## config.mk

```make
export PLATFORM = sky130hd
export DESIGN_NAME = cmdq_consumer
export DESIGN_NICKNAME = d
export VERILOG_FILES = /design/src/rtl/cmdq_pkg.sv /design/src/rtl/cmdq_regs.sv /design/src/rtl/cmdq_decode.sv /design/src/rtl/cmdq_engine.sv /design/src/rtl/cmdq_action_out.sv /design/src/rtl/cmdq_consumer.sv
export SDC_FILE = /design/constraint.sdc
export NUM_CORES = 1
export LEC_CHECK = 0
export ABC_AREA = 1
export BUFFER_PORTS_ARGS = -buffer_cell sky130_fd_sc_hd__buf_2
export CORE_AREA = 2 2 134 136
export DETAILED_ROUTE_END_ITERATION = 12
export DIE_AREA = 0 0 136 138
export SYNTH_ARGS = -nofsm -noshare
export SYNTH_HDL_FRONTEND = slang
export SYNTH_SLANG_ARGS = --single-unit
```

## constraint.sdc

```tcl
create_clock -name clk -period 7.5 [get_ports clk]
set_input_delay 1.875 -clock clk [delete_from_list [all_inputs] [get_ports clk]]
set_output_delay 1.875 -clock clk [all_outputs]
set_load 0.02 [all_outputs]
```

## src/rtl/cmdq_pkg.sv

```systemverilog
package cmdq_pkg;
  localparam int ENTRY_BITS = 128;

  localparam logic [7:0] OP_CFG_ALL  = 8'h04;
  localparam logic [7:0] OP_TLB_ASID = 8'h11;
  localparam logic [7:0] OP_TLB_ALL  = 8'h30;
  localparam logic [7:0] OP_SYNC     = 8'h46;

  typedef enum logic [1:0] {
    SEL_BASE = 2'd0,
    SEL_PROD = 2'd1,
    SEL_CONS = 2'd2,
    SEL_CTRL = 2'd3
  } reg_sel_e;

  typedef enum logic { ST_FETCH = 1'b0, ST_EXEC = 1'b1 } eng_state_e;

  typedef struct packed {
    logic        cfg;
    logic        tlb_asid;
    logic        tlb_all;
    logic        sync;
    logic        bad;
    logic [4:0]  range;
    logic [15:0] asid;
    logic [1:0]  cs;
    logic [1:0]  sh;
    logic [3:0]  attr;
  } cmd_act_t;

  function automatic cmd_act_t decode_entry(input logic [ENTRY_BITS-1:0] e);
    cmd_act_t a;
    logic [63:0] w0;
    logic [63:0] w1;
    w0 = e[63:0];
    w1 = e[127:64];
    a = '0;
    a.range = w1[4:0];
    a.asid  = w0[63:48];
    a.cs    = w0[13:12];
    a.sh    = w0[23:22];
    a.attr  = w0[27:24];
    case (w0[7:0])
      OP_CFG_ALL:  a.cfg      = 1'b1;
      OP_TLB_ASID: a.tlb_asid = 1'b1;
      OP_TLB_ALL:  a.tlb_all  = 1'b1;
      OP_SYNC:     a.sync     = 1'b1;
      default:     a.bad      = 1'b1;
    endcase
    return a;
  endfunction
endpackage

```

## src/rtl/cmdq_regs.sv

```systemverilog
module cmdq_regs
  import cmdq_pkg::*;
#(
  parameter int ADDR_W   = 48,
  parameter int IDX_W    = 4,
  parameter int BASE_LSB = 5,
  localparam int PTR_W   = IDX_W + 1
) (
  input  logic              clk,
  input  logic              rst_n,
  input  logic              wr_en,
  input  logic [1:0]        wr_sel,
  input  logic [63:0]       wr_data,
  input  logic [1:0]        rd_sel,
  input  logic [PTR_W-1:0]  cons,
  output logic [63:0]       rd_data,
  output logic [ADDR_W-1:0] base_addr,
  output logic [PTR_W-1:0]  prod,
  output logic              enable,
  output logic              ack,
  output logic              cons_wr,
  output logic [PTR_W-1:0]  cons_wdata
);
  localparam int HI_W = ADDR_W - BASE_LSB;

  logic [HI_W-1:0] base_hi;

  always_ff @(posedge clk or negedge rst_n) begin
    if (!rst_n) begin
      base_hi <= '0;
      prod    <= '0;
      enable  <= 1'b0;
    end else if (wr_en) begin
      case (reg_sel_e'(wr_sel))
        SEL_BASE: base_hi <= wr_data[ADDR_W-1:BASE_LSB];
        SEL_PROD: prod    <= wr_data[PTR_W-1:0];
        SEL_CTRL: enable  <= wr_data[3];
        default: ;
      endcase
    end
  end

  assign base_addr  = {base_hi, {BASE_LSB{1'b0}}};
  assign ack        = wr_en && (reg_sel_e'(wr_sel) == SEL_CTRL) && wr_data[7];
  assign cons_wr    = wr_en && (reg_sel_e'(wr_sel) == SEL_CONS) && !enable;
  assign cons_wdata = wr_data[PTR_W-1:0];

  always_comb begin
    rd_data = '0;
    case (reg_sel_e'(rd_sel))
      SEL_BASE: begin
        rd_data[ADDR_W-1:BASE_LSB] = base_hi;
        rd_data[BASE_LSB-1:0]      = BASE_LSB'(IDX_W);
      end
      SEL_PROD: rd_data[PTR_W-1:0] = prod;
      SEL_CONS: rd_data[PTR_W-1:0] = cons;
      default:  rd_data[3]         = enable;
    endcase
  end
endmodule

```

## src/rtl/cmdq_decode.sv

```systemverilog
module cmdq_decode
  import cmdq_pkg::*;
(
  input  logic [ENTRY_BITS-1:0] entry,
  output cmd_act_t              act
);
  assign act = decode_entry(entry);
endmodule

```

## src/rtl/cmdq_engine.sv

```systemverilog
module cmdq_engine
  import cmdq_pkg::*;
#(
  parameter int ADDR_W = 48,
  parameter int IDX_W  = 4,
  localparam int PTR_W = IDX_W + 1
) (
  input  logic              clk,
  input  logic              rst_n,
  input  logic              enable,
  input  logic              ack,
  input  logic              cons_wr,
  input  logic [PTR_W-1:0]  cons_wdata,
  input  logic [PTR_W-1:0]  prod,
  input  logic [ADDR_W-1:0] base_addr,
  input  cmd_act_t          act,
  output logic              mem_req,
  output logic [ADDR_W-1:0] mem_addr,
  output logic              exec_fire,
  output logic [PTR_W-1:0]  cons,
  output logic              err,
  output logic              ring_full
);
  localparam int OFF_W = $clog2(ENTRY_BITS / 8);

  function automatic logic [PTR_W-1:0] ptr_next(input logic [PTR_W-1:0] p);
    return p + 1'b1;
  endfunction

  function automatic logic is_empty(input logic [PTR_W-1:0] c, input logic [PTR_W-1:0] p);
    return c == p;
  endfunction

  function automatic logic is_full(input logic [PTR_W-1:0] c, input logic [PTR_W-1:0] p);
    return (c[IDX_W-1:0] == p[IDX_W-1:0]) && (c[IDX_W] != p[IDX_W]);
  endfunction

  function automatic logic [ADDR_W-1:0] slot_addr(input logic [ADDR_W-1:0] b,
                                                  input logic [PTR_W-1:0] c);
    return b + (ADDR_W'(c[IDX_W-1:0]) << OFF_W);
  endfunction

  eng_state_e state;
  logic       has_work;
  logic       exec_bad;

  assign has_work  = enable && !err && !is_empty(cons, prod);
  assign mem_req   = (state == ST_FETCH) && has_work;
  assign mem_addr  = slot_addr(base_addr, cons);
  assign exec_fire = (state == ST_EXEC) && !act.bad;
  assign exec_bad  = (state == ST_EXEC) && act.bad;
  assign ring_full = is_full(cons, prod);

  always_ff @(posedge clk or negedge rst_n) begin
    if (!rst_n) begin
      state <= ST_FETCH;
      cons  <= '0;
      err   <= 1'b0;
    end else begin
      case (state)
        ST_FETCH: if (mem_req) state <= ST_EXEC;
        default:  state <= ST_FETCH;
      endcase
      if (cons_wr)        cons <= cons_wdata;
      else if (exec_fire) cons <= ptr_next(cons);
      if (exec_bad)       err <= 1'b1;
      else if (ack)       err <= 1'b0;
    end
  end

  a_r4_no_fetch_empty: assert property (@(posedge clk) disable iff (!rst_n)
    mem_req |-> (cons != prod));
  a_r5_no_fetch_disabled: assert property (@(posedge clk) disable iff (!rst_n)
    mem_req |-> enable);
  a_r3_cons_step: assert property (@(posedge clk) disable iff (!rst_n)
    !cons_wr |=> (cons == $past(cons)) || (cons == ptr_next($past(cons))));
  a_r10_halt_on_err: assert property (@(posedge clk) disable iff (!rst_n)
    (err && !ack && !cons_wr) |=> $stable(cons));
  a_r11_exec_after_fetch: assert property (@(posedge clk) disable iff (!rst_n)
    (state == ST_EXEC) |-> $past(mem_req));
endmodule

```

## src/rtl/cmdq_action_out.sv

```systemverilog
module cmdq_action_out
  import cmdq_pkg::*;
(
  input  logic        clk,
  input  logic        rst_n,
  input  logic        fire,
  input  cmd_act_t    act,
  output logic        cfg_v,
  output logic [4:0]  range,
  output logic        asid_v,
  output logic [15:0] asid,
  output logic        all_v,
  output logic        sync_v,
  output logic [1:0]  cs,
  output logic [1:0]  sh,
  output logic [3:0]  attr
);
  always_ff @(posedge clk or negedge rst_n) begin
    if (!rst_n) begin
      cfg_v  <= 1'b0;
      asid_v <= 1'b0;
      all_v  <= 1'b0;
      sync_v <= 1'b0;
      range  <= '0;
      asid   <= '0;
      cs     <= '0;
      sh     <= '0;
      attr   <= '0;
    end else begin
      cfg_v  <= fire && act.cfg;
      asid_v <= fire && act.tlb_asid;
      all_v  <= fire && act.tlb_all;
      sync_v <= fire && act.sync;
      if (fire && act.cfg)      range <= act.range;
      if (fire && act.tlb_asid) asid  <= act.asid;
      if (fire && act.sync) begin
        cs   <= act.cs;
        sh   <= act.sh;
        attr <= act.attr;
      end
    end
  end

  a_r11_one_action: assert property (@(posedge clk) disable iff (!rst_n)
    $onehot0({cfg_v, asid_v, all_v, sync_v}));
  a_r11_single_pulse: assert property (@(posedge clk) disable iff (!rst_n)
    (cfg_v || asid_v || all_v || sync_v) |=> !(cfg_v || asid_v || all_v || sync_v));
endmodule

```

## src/rtl/cmdq_consumer.sv

```systemverilog
module cmdq_consumer
  import cmdq_pkg::*;
#(
  parameter int ADDR_W   = 48,
  parameter int IDX_W    = 4,
  parameter int BASE_LSB = 5
) (
  input  logic                  clk,
  input  logic                  rst_n,
  input  logic                  reg_wr_en,
  input  logic [1:0]            reg_wr_sel,
  input  logic [63:0]           reg_wr_data,
  input  logic [1:0]            reg_rd_sel,
  output logic [63:0]           reg_rd_data,
  output logic                  mem_req,
  output logic [ADDR_W-1:0]     mem_addr,
  input  logic [ENTRY_BITS-1:0] mem_rdata,
  output logic                  ring_full,
  output logic                  cmd_err,
  output logic                  cfg_inv_valid,
  output logic [4:0]            cfg_inv_range,
  output logic                  tlb_asid_valid,
  output logic [15:0]           tlb_asid,
  output logic                  tlb_all_valid,
  output logic                  sync_valid,
  output logic [1:0]            sync_cs,
  output logic [1:0]            sync_sh,
  output logic [3:0]            sync_attr
);
  localparam int PTR_W = IDX_W + 1;

  logic [ADDR_W-1:0] base_addr;
  logic [PTR_W-1:0]  prod;
  logic [PTR_W-1:0]  cons;
  logic [PTR_W-1:0]  cons_wdata;
  logic              enable;
  logic              ack;
  logic              cons_wr;
  logic              exec_fire;
  cmd_act_t          act;

  cmdq_regs #(.ADDR_W(ADDR_W), .IDX_W(IDX_W), .BASE_LSB(BASE_LSB)) u_regs (
    .clk(clk), .rst_n(rst_n), .wr_en(reg_wr_en), .wr_sel(reg_wr_sel),
    .wr_data(reg_wr_data), .rd_sel(reg_rd_sel), .cons(cons), .rd_data(reg_rd_data),
    .base_addr(base_addr), .prod(prod), .enable(enable), .ack(ack),
    .cons_wr(cons_wr), .cons_wdata(cons_wdata)
  );

  cmdq_decode u_decode (.entry(mem_rdata), .act(act));

  cmdq_engine #(.ADDR_W(ADDR_W), .IDX_W(IDX_W)) u_engine (
    .clk(clk), .rst_n(rst_n), .enable(enable), .ack(ack), .cons_wr(cons_wr),
    .cons_wdata(cons_wdata), .prod(prod), .base_addr(base_addr), .act(act),
    .mem_req(mem_req), .mem_addr(mem_addr), .exec_fire(exec_fire), .cons(cons),
    .err(cmd_err), .ring_full(ring_full)
  );

  cmdq_action_out u_out (
    .clk(clk), .rst_n(rst_n), .fire(exec_fire), .act(act),
    .cfg_v(cfg_inv_valid), .range(cfg_inv_range), .asid_v(tlb_asid_valid),
    .asid(tlb_asid), .all_v(tlb_all_valid), .sync_v(sync_valid),
    .cs(sync_cs), .sh(sync_sh), .attr(sync_attr)
  );
endmodule

```

==> results of run 1 <==
-- sequential cells by signal (all words and copies together), names as in the netlist --
| register | count |
|---|---|
| u_out.sync_v | 1 |
| u_engine.state | 1 |
| u_out.asid | 16 |
| u_regs.prod | 5 |
| u_out.attr | 4 |
| u_out.sh | 2 |
| u_engine.err | 1 |
| u_out.asid_v | 1 |
| u_out.range | 5 |
| u_out.all_v | 1 |
| u_out.cfg_v | 1 |
| u_engine.cons | 5 |
| u_regs.enable | 1 |
| u_regs.base_hi | 43 |
| u_out.cs | 2 |
-- cells by family (layout without fill, tap and decap cells) --
logic type | Yosys count | count (layout) | synth area share (%)
multiplexers | 20 | 20 | 4.01
flip-flops | 89 | 89 | 39.8
XOR/XNOR | 35 | 35 | 5.48
buffers and inverters | 142 | 339 | 11.2
AO/OA/AOI/OAI | 46 | 46 | 4.25
other | 1 | 20 | 0.0671
AND/OR/NAND/NOR | 428 | 428 | 33.0
adder cells (fa/ha/maj) | 9 | 9 | 2.15
-- stage by stage --
stage          util [%]  hold slack (ns)
5_1_grt            40.5            0.495
3_3_place_gp       38.9            0.450
3_5_place_dp       38.9            0.454
2_1_floorplan         -            0.453
4_1_cts            40.5            0.470
6_report           40.5            0.466
-- worst max path at each step --
stage                  startpoint  depth (start not counted)  slack (ns)               to
floorplan           reg_rd_sel[0]                          6        2.84  reg_rd_data[10]
global placement    reg_rd_sel[0]                          8        2.52   reg_rd_data[2]
detailed placement  reg_rd_sel[1]                          8        2.49   reg_rd_data[2]
CTS                 reg_rd_sel[1]                          8        2.47   reg_rd_data[2]
global route        reg_rd_sel[1]                          8        2.38   reg_rd_data[2]
finish              reg_rd_sel[1]                          8        2.50   reg_rd_data[2]
-- metal layers --
layer / wire [um] / part of all wire (%)
met2: 8210 / 47
met4: 459 / 2.6
met3: 1430 / 8.1
met1: 7500 / 43
met5: 0 / 0
-- power by group --
group | internal [mW] | switching [mW]
Clock | 0.228 | 0.206
Combinational | 0.195 | 0.355
Sequential | 0.542 | 0.102
Total | 0.965 | 0.662
-- cell usage after synthesis (2+ instances only) --
master	n	area (um^2)
a21oi_1	27	135
buf_1	2	7.51
buf_2	5	25.0
buf_4	21	158
clkbuf_1	11	41.3
dfrtp_1	89	2230
ha_1	8	100
inv_1	99	372
inv_2	2	7.51
mux2_2	19	214
nand2_1	255	957
nand2_2	5	31.3
nand3_1	24	120
nand3_2	2	20.0
nand4_1	29	181
nor2_1	87	327
nor2_2	3	18.8
nor2_4	4	45.0
nor3_1	14	70.1
o21ai_0	14	70.1
o21ai_1	2	10.0
xnor2_1	18	158
xor2_1	17	149
-- area by class of cell --
| class | instances | area, um^2 | share of cell area, % |
|---|---|---|---|
| clock buffer | 9 | 225 | 3.17 |
| clock inverter | 6 | 52.6 | 0.739 |
| tap | 229 | 287 | 4.03 |
| multi-input combinational | 558 | 2810 | 39.6 |
| inverter | 102 | 383 | 5.39 |
| timing repair buffer | 222 | 1120 | 15.8 |
| sequential | 89 | 2230 | 31.3 |
-- critical path, delay by kind of cell --
family                   cells  cell delay [ns]
AO/OA/AOI/OAI                2             0.28
adder cells (fa/ha/maj)      1             0.14
buffers and inverters        5             0.82
-- cells in the final DEF, fill, tap and decap left out, types with 18 or more instances in the layout --
| master | count |
|---|---|
| nand2_1 | 254 |
| xnor2_1 | 18 |
| mux2_2 | 19 |
| buf_2 | 218 |
| nor2_1 | 87 |
| a21oi_1 | 27 |
| nand3_1 | 24 |
| conb_1 | 20 |
| nand4_1 | 29 |
| dfrtp_1 | 89 |
| inv_1 | 99 |
==> reports/qor.txt, run 1 <==
outcome: finished clean
Row Count: 49
fin cells: 1215
drt pass-1 iters: 5
Ys Warns: 0
Buffers on Ports: 219
final worst slack: 2.50 ns
cells after synthesis: 770
initial antenna violation count: 0
Final Hold Fails: 0
worst skew pair latency: 0.36 ns
Setup violations, final: 0
Hold Crit Class: reg -> reg
worst-case clock buffer depth: 2
via total after detailed routing: 5511
post-synthesis register bit count: 89
area delta synth->final: 27.1%
CP peak stage delay: 0.43 ns
die area: 0.0188 mm^2
hold depth: 2
R2R Path End: u_out.sh[0]
CP endpoint kind: output pin
Die Span Y: 138 um
Slew headroom: 44.1%
GRT met3 Usage: 5.72%
routability congestion estimate from global placement: 0.920
Synth Cell Area: 0.00559 mm^2
Initial Util: 31.9%
HP Start: u_out.asid[7]
VDD IR max: 0.105 mV
# fillers: 1910
crit path max fanout: 44
reg2reg start: u_engine.state
Post-DP Area: 0.00683 mm^2
clock skew: 0.00903 ns
syn avg cell area: 7.26 um^2
WL/cell: 14.5 um
reg2reg setup slack: 5.74 ns
Setup CP Type: in -> out
minimum clock period: 5.00 ns
final WL: 17600 um
R2R depth: 4
met2 GRT Util: 30.6%
total power: 1.63 mW
Pwr Density: 229 mW/mm^2
Crit-path slowest cell: buf_4
fmax: 200 MHz
1st-iter DRT viols: 250
vias per std cell: 4.54
CTS tree: built
P_leak: 4.19 nW
Root Driver: clkbuf_16
n_diodes: 0
GR Overflow Total: 0
Data arrival, critical path: 3.12 ns
sink of the worst hold path: u_out.asid[7]
hold buffers post-CTS: 0
I/O pin total: 347
number of enable flip-flop cells after synthesis: 0
top_reg_cell synth: dfrtp_1
setup bufs post-CTS: 0
die width: 136 um
CTS Buf Count: 9
RSZ-0062 raised after global routing: false
fin nets: 1190
Worst-path clk slew: 0.06 ns
Least-Margin Pin Slew: 0.839 ns
Max Cap Viol: 0
CORE AREA: 0.0175 mm^2
worst slack at placement: 2.49 ns
synth unique cells: 36
drc violations: 0
total track usage: 18.9%
first-pass GRT wire length: 27800 um
post-route cell area: 0.00711 mm^2
vias in the first global route: 5339
H-Tree Depth: 3
CP cell instances: buf_2, inv_1, ha_1, buf_4, a21oi_1, a21o_1, inv_1, buf_2
Clock Sinks: 89
Most Used Layer, Global Route: met2
CP startpoint kind: primary input
pin count of the biggest net entering global routing: 68
post-CTS sizing: 0
post-detail-place hpwl: 13800 um
sequential area share after synthesis: 39.8%
Worst Path Required: 5.62 ns
met1 GRT Util: 24.0%
cell count after placement: 1200
Setup TNS: 0 ns
DRT antenna net count: 0
share of cells above drive strength 1: 28.1%
Post-synth ARST share: 100%
final slew viol count: 0
Final Cycle Share: 66.6%
Note: power is estimated with default switching activity, not from simulation.
==> run 2: changes to the inputs <==
ABC_AREA = 0   (was 1)
clock period = 4.7 ns   (was 7.5 ns; I/O delays follow)
==> reports/qor.txt, run 2 <==
H-Tree Depth: 3 (unchanged)
Clock Sinks: 89 (unchanged)
Hold Crit Class: reg -> reg (unchanged)
Setup TNS: 0 ns (unchanged)
fmax: 241 MHz
setup bufs post-CTS: 0 (unchanged)
pin count of the biggest net entering global routing: 64 (was 68)
drc violations: 0 (unchanged)
cell count after placement: 928 (was 1200)
RSZ-0062 raised after global routing: false (unchanged)
routability congestion estimate from global placement: 0.763 (was 0.920)
Initial Util: 28.7% (was 31.9%)
Synth top area share: 44.2% (was 39.8%)
Final Cycle Share: 88.4%
Worst Path Required: 3.52 ns (was 5.62 ns)
post-CTS sizing: 0 (unchanged)
Setup violations, final: 0 (unchanged)
Buffers on Ports: 219 (unchanged)
CORE AREA: 0.0175 mm^2 (unchanged)
die area: 0.0188 mm^2 (unchanged)
CP startpoint kind: flop (was primary input)
Data arrival, critical path: 2.98 ns (was 3.12 ns)
total track usage: 14.1% (was 18.9%)
top cells by count, synth: 89 x dfrtp_1, 73 x nand2_1, 60 x mux2_2 (was 255 x nand2_1, 99 x inv_1, 89 x dfrtp_1)
final WL: 13300 um (was 17600 um)
worst-case clock buffer depth: 2 (unchanged)
cells after synthesis: 495 (was 770)
Synth area leaders: dfrtp_1 44%, mux2_2 13%, xnor2_1 6.3% (was dfrtp_1 40%, nand2_1 17%, inv_1 6.6%)
CTS tree: built (unchanged)
hold buffers post-CTS: 0 (unchanged)
post-route cell area: 0.00658 mm^2 (was 0.00711 mm^2)
syn avg cell area: 10.2 um^2 (was 7.26 um^2)
Final Util: 37.5% (was 40.5%)
Largest Register: u_regs.base_hi (unchanged)
Post-DP Area: 0.00630 mm^2 (was 0.00683 mm^2)
Root Driver: clkbuf_16 (unchanged)
minimum clock period: 4.16 ns
total power: 2.44 mW (was 1.63 mW)
Largest register FFs: 43 (unchanged)
Post-synth ARST share: 100% (unchanged)
GR Overflow Total: 0 (unchanged)
P_leak: 3.37 nW (was 4.19 nW)
clock skew: 0.00857 ns (was 0.00903 ns)
first-pass GRT wire length: 21100 um (was 27800 um)
final slew viol count: 0 (unchanged)
vias in the first global route: 4160 (was 5339)
synth unique cells: 46 (was 36)
via total after detailed routing: 4194 (was 5511)
drt pass-1 iters: 4 (was 5)
1st-iter DRT viols: 115 (was 250)
Row Count: 49 (unchanged)
fin nets: 918 (was 1190)
top_reg_cell synth: dfrtp_1 (unchanged)
Die Span Y: 138 um (unchanged)
Ys Warns: 0 (unchanged)
area delta synth->final: 30.6% (was 27.1%)
Pwr Density: 371 mW/mm^2 (was 229 mW/mm^2)
Slew headroom: 31.3% (was 44.1%)
outcome: finished clean (unchanged)
initial antenna violation count: 1 (was 0)
die width: 136 um (unchanged)
sequential area share after synthesis: 44.2% (was 39.8%)
CP endpoint kind: output pin (unchanged)
post-synthesis register bit count: 89 (unchanged)
most common cell in the netlist: dfrtp_1 (was nand2_1)
CTS Buf Count: 9 (unchanged)
most common cell after layout, fill and taps aside: buf_2 (was nand2_1)
worst skew pair latency: 0.34 ns (was 0.36 ns)
crit path max fanout: 8 (was 44)
cell taking the most area after synthesis: dfrtp_1 (unchanged)
most frequent cells in the layout: 218 x buf_2, 89 x dfrtp_1, 73 x nand2_1, 60 x mux2_2, 45 x and2_1 (was 254 x nand2_1, 218 x buf_2, 99 x inv_1, 89 x dfrtp_1, 87 x nor2_1)
post-detail-place hpwl: 10100 um (was 13800 um)
number of enable flip-flop cells after synthesis: 0 (unchanged)
fin cells: 943 (was 1215)
Top Registers: u_regs.base_hi (43), u_out.asid (16) (unchanged)
Least-Margin Pin Slew: 1.02 ns (was 0.839 ns)
share of cells above drive strength 1: 43.1% (was 28.1%)
Max Cap Viol: 0 (unchanged)
I/O pin total: 347 (unchanged)
Setup CP Type: reg -> out (was in -> out)
Final Hold Fails: 0 (unchanged)
DRT antenna net count: 0 (unchanged)
Worst-path clk slew: 0.06 ns (about the same)
VDD IR max: 0.153 mV (was 0.105 mV)
WL/cell: 14.1 um (was 14.5 um)
Synth Cell Area: 0.00503 mm^2 (was 0.00559 mm^2)
vias per std cell: 4.45 (was 4.54)
run 2: changes by cell type after synthesis, moves of 11 or more:
cell	change
nor2_1	-71
and3_1	+11
inv_1	-86
nand2_1	-182
nand4_1	-19
a21oi_1	-26
mux2_2	+41
xnor2_1	+18
and2_1	+45
run 2: metrics by stage:
step | hold WS (ns) | setup slack [ns]
after CTS | 0.471 | 0.451
final | 0.468 | 0.544
after global routing | 0.495 | 0.291
after floorplan | 0.502 | 1.34
after detailed placement | 0.453 | 0.847
after global placement | 0.447 | 0.874
run 2: critical path, stage by stage (launching register included):
cell	delay [ns]
dfrtp_1	0.45
ha_1	0.22
inv_1	0.06
fa_1	0.41
nor2b_1	0.17
o21a_1	0.28
and4_1	0.47
nor2b_1	0.21
xor2_1	0.17
buf_2	0.19
run 2: where the power goes:
part | total [mW] | internal (mW) | switching, mW
combinational | 0.744 | 0.318 | 0.426
sequential | 1.02 | 0.873 | 0.144
clock | 0.679 | 0.380 | 0.299
total | 2.44 | 1.57 | 0.868
run 2: metal layers:
layer	routed length [um]	track usage, %	vias up
li1	-	-	2058
met1	5870	18.3	1949
met2	6140	22.7	166
met3	942	3.30	21
met4	328	5.81	0
met5	0	0	-
run 2: layout make-up:
class                      instances  area (um^2)
fill                            1817        11000
multi-input combinational        373         2600
sequential                        89         2230
timing repair buffer             224         1140
tap                              229          287
clock buffer                      11          253
inverter                          13         48.8
clock inverter                     3         17.5
antenna                            1         2.50
run 2: path summary, 6_finish.rpt:
check,to,start,slack (ns),depth (start not counted)
hold / removal,u_out.asid[15],u_out.asid[15],0.47,2
setup reg to reg,u_out.attr[1],u_engine.state,2.61,4
min in group asynchronous,u_regs.base_hi[3],rst_n,0.94,1
hold reg to reg,u_out.asid[15],u_out.asid[15],0.47,2
max in group asynchronous,u_out.all_v,rst_n,2.89,2
setup / recovery,mem_addr[39],u_engine.cons[1],0.54,9
run 2: cell families (layout without fill, tap and decap cells):
kind of cell	Yosys count	count (layout)	share of synthesized area, %
AOI/OAI and AO/OA	25	25	3.75
other	1	21	0.0745
buffers and inverters	52	251	5.57
and+or+nand+nor	209	209	21.8
DFF	89	89	44.2
muxes	61	61	13.6
xor gates and xnor gates	49	49	8.52
adders and majority gates	9	9	2.39
==> run 3: changes to the inputs <==
GPL_TIMING_DRIVEN = 0   (was not set)
==> reports/qor.txt, run 3 (synthesis gave the netlist of run 2 again) <==
CTS tree: built (unchanged)
Root Driver: clkbuf_16 (unchanged)
fmax: 239 MHz (was 241 MHz)
Clock Sinks: 89 (unchanged)
first-pass GRT wire length: 22100 um (was 21100 um)
Final Hold Fails: 0 (unchanged)
total track usage: 14.9% (was 14.1%)
final slew viol count: 0 (unchanged)
DRT antenna net count: 0 (unchanged)
Data arrival, critical path: 3.00 ns (was 2.98 ns)
Crit-path slowest cell: o21ai_1 (was and4_1)
WL/cell: 14.2 um (was 14.1 um)
1st-iter DRT viols: 112 (was 115)
Buffers on Ports: 219 (unchanged)
share of cells above drive strength 1: 44.0% (was 43.1%)
VDD IR max: 0.178 mV (was 0.153 mV)
CTS Buf Count: 9 (unchanged)
Hold Crit Class: reg -> reg (unchanged)
sink of the worst hold path: u_out.asid[9] (was u_out.asid[15])
CP peak stage delay: 0.57 ns (was 0.47 ns)
HP Start: u_out.asid[9] (was u_out.asid[15])
Initial Util: 28.7% (unchanged)
post-detail-place hpwl: 10900 um (was 10100 um)
area delta synth->final: 35.1% (was 30.6%)
Largest Register: u_regs.base_hi (unchanged)
Least-Margin Pin Slew: 0.710 ns (was 1.02 ns)
hold buffers post-CTS: 0 (unchanged)
worst skew pair latency: 0.34 ns (about the same)
Max Cap Viol: 0 (unchanged)
CP Launch Point: u_engine.cons[3] (was u_engine.cons[1])
Setup violations, final: 0 (unchanged)
most common cell after layout, fill and taps aside: buf_2 (unchanged)
fin nets: 953 (was 918)
Setup CP Type: reg -> out (unchanged)
R2R depth: 5 (was 4)
Final Util: 38.8% (was 37.5%)
Worst-path clk slew: 0.07 ns (was 0.06 ns)
post-CTS sizing: 0 (unchanged)
die area: 0.0188 mm^2 (unchanged)
vias per std cell: 4.42 (was 4.45)
initial antenna violation count: 0 (was 1)
setup bufs post-CTS: 0 (unchanged)
n_diodes: 0 (was 1)
final WL: 13900 um (was 13300 um)
hold depth: 2 (unchanged)
Worst Path Required: 3.52 ns (about the same)
pin count of the biggest net entering global routing: 58 (was 64)
reg2reg setup slack: 2.52 ns (was 2.61 ns)
GR Overflow Total: 0 (unchanged)
reg2reg start: u_engine.state (unchanged)
via total after detailed routing: 4326 (was 4194)
RSZ-0062 raised after global routing: false (unchanged)
drt pass-1 iters: 4 (unchanged)
CP cell instances: ha_1, nand2_1, o21ai_1, and4_1, clkbuf_1, and3_1, xor2_1, buf_2 (was ha_1, inv_1, fa_1, nor2b_1, o21a_1, and4_1, nor2b_1, xor2_1, buf_2)
minimum clock period: 4.18 ns (was 4.16 ns)
H-Tree Depth: 3 (unchanged)
I/O pin total: 347 (unchanged)
vias in the first global route: 4205 (was 4160)
Setup TNS: 0 ns (unchanged)
CORE AREA: 0.0175 mm^2 (unchanged)
cell count after placement: 963 (was 928)
Top Registers: u_regs.base_hi (43), u_out.asid (16) (unchanged)
fin cells: 979 (was 943)
Largest register FFs: 43 (unchanged)
Slew headroom: 52.4% (was 31.3%)
drc violations: 0 (unchanged)
R2R Path End: u_out.attr[1] (unchanged)
crit path max fanout: 9 (was 8)
Pwr Density: 364 mW/mm^2 (was 371 mW/mm^2)
Die Span Y: 138 um (unchanged)
CP endpoint kind: output pin (unchanged)
outcome: finished clean (unchanged)
die width: 136 um (unchanged)
P_leak: 3.51 nW (was 3.37 nW)
routability congestion estimate from global placement: 0.769 (was 0.763)
most frequent cells in the layout: 223 x buf_2, 89 x dfrtp_1, 73 x nand2_1, 60 x mux2_2, 45 x and2_1 (was 218 x buf_2, 89 x dfrtp_1, 73 x nand2_1, 60 x mux2_2, 45 x and2_1)
Row Count: 49 (unchanged)
CP startpoint kind: flop (unchanged)
Final Cycle Share: 88.9% (was 88.4%)
clock skew: 0.0108 ns (was 0.00857 ns)
worst-case clock buffer depth: 2 (unchanged)
[run 3: cell count changes in the layout (fill, tap and decap cells not counted), sizes merged]
cell | before | now
buf | 224 | 247
clkbuf | 11 | 22
clkinv | 2 | 3
clkinvlp | 1 | 2
diode | 1 | 0
inv | 13 | 14
[run 3: worst max-delay path, delay by kind of cell, from the launching register on]
family | cells | cell delay [ns]
AO/OA/AOI/OAI | 1 | 0.57
XOR/XNOR | 1 | 0.16
adder cells (fa/ha/maj) | 1 | 0.37
buffers and inverters | 2 | 0.50
flip-flops | 1 | 0.47
AND/OR/NAND/NOR | 3 | 0.58
[run 3: worst max path at each step]
stage                         endpoint  slack, ns  cells after the start
after floorplan           mem_addr[33]       1.34                      9
after global placement    mem_addr[40]       0.88                      8
after detailed placement  mem_addr[40]       0.82                      8
after CTS                 mem_addr[40]       0.43                      8
after global routing      mem_addr[40]       0.31                      8
final                     mem_addr[40]       0.52                      8
[run 3: where the power goes]
group	switching [mW]	internal [mW]	total (mW)
registers	0.137	0.873	1.01
clock network	0.320	0.374	0.695
logic	0.435	0.333	0.768
total	0.893	1.58	2.47
[run 3: per-stage QoR]
| step | worst slack [ns] | hold WS, ns | cell area, um^2 | power [mW] |
|---|---|---|---|---|
| 2_1_floorplan | 1.34 | 0.502 | 5110 | 1.51 |
| 3_3_place_gp | 0.880 | 0.449 | 6490 | 1.79 |
| 3_5_place_dp | 0.817 | 0.456 | 6520 | 1.80 |
| 4_1_cts | 0.428 | 0.474 | 6800 | 2.51 |
| 5_1_grt | 0.307 | 0.494 | 6800 | 2.63 |
| 6_report | 0.523 | 0.465 | 6800 | 2.47 |
[run 3: layout make-up]
| cell class | instances | area [um^2] |
|---|---|---|
| fill | 1830 | 10700 |
| multi-input combinational | 373 | 2600 |
| sequential | 89 | 2230 |
| timing repair buffer | 220 | 1130 |
| tap | 229 | 287 |
| clock buffer | 10 | 239 |
| buffer | 39 | 231 |
| inverter | 13 | 48.8 |
| clock inverter | 6 | 42.5 |
[run 3: layer usage]
metal  track usage, %  vias up  wire (um)  part of all wire, %
met5                0        -          0                    0
met4             4.93        0        206                  1.5
met3             3.59       12       1020                  7.4
met2             24.0      169       6400                   46
met1             19.6     2013       6270                   45
li1                 -     2132          -                    -
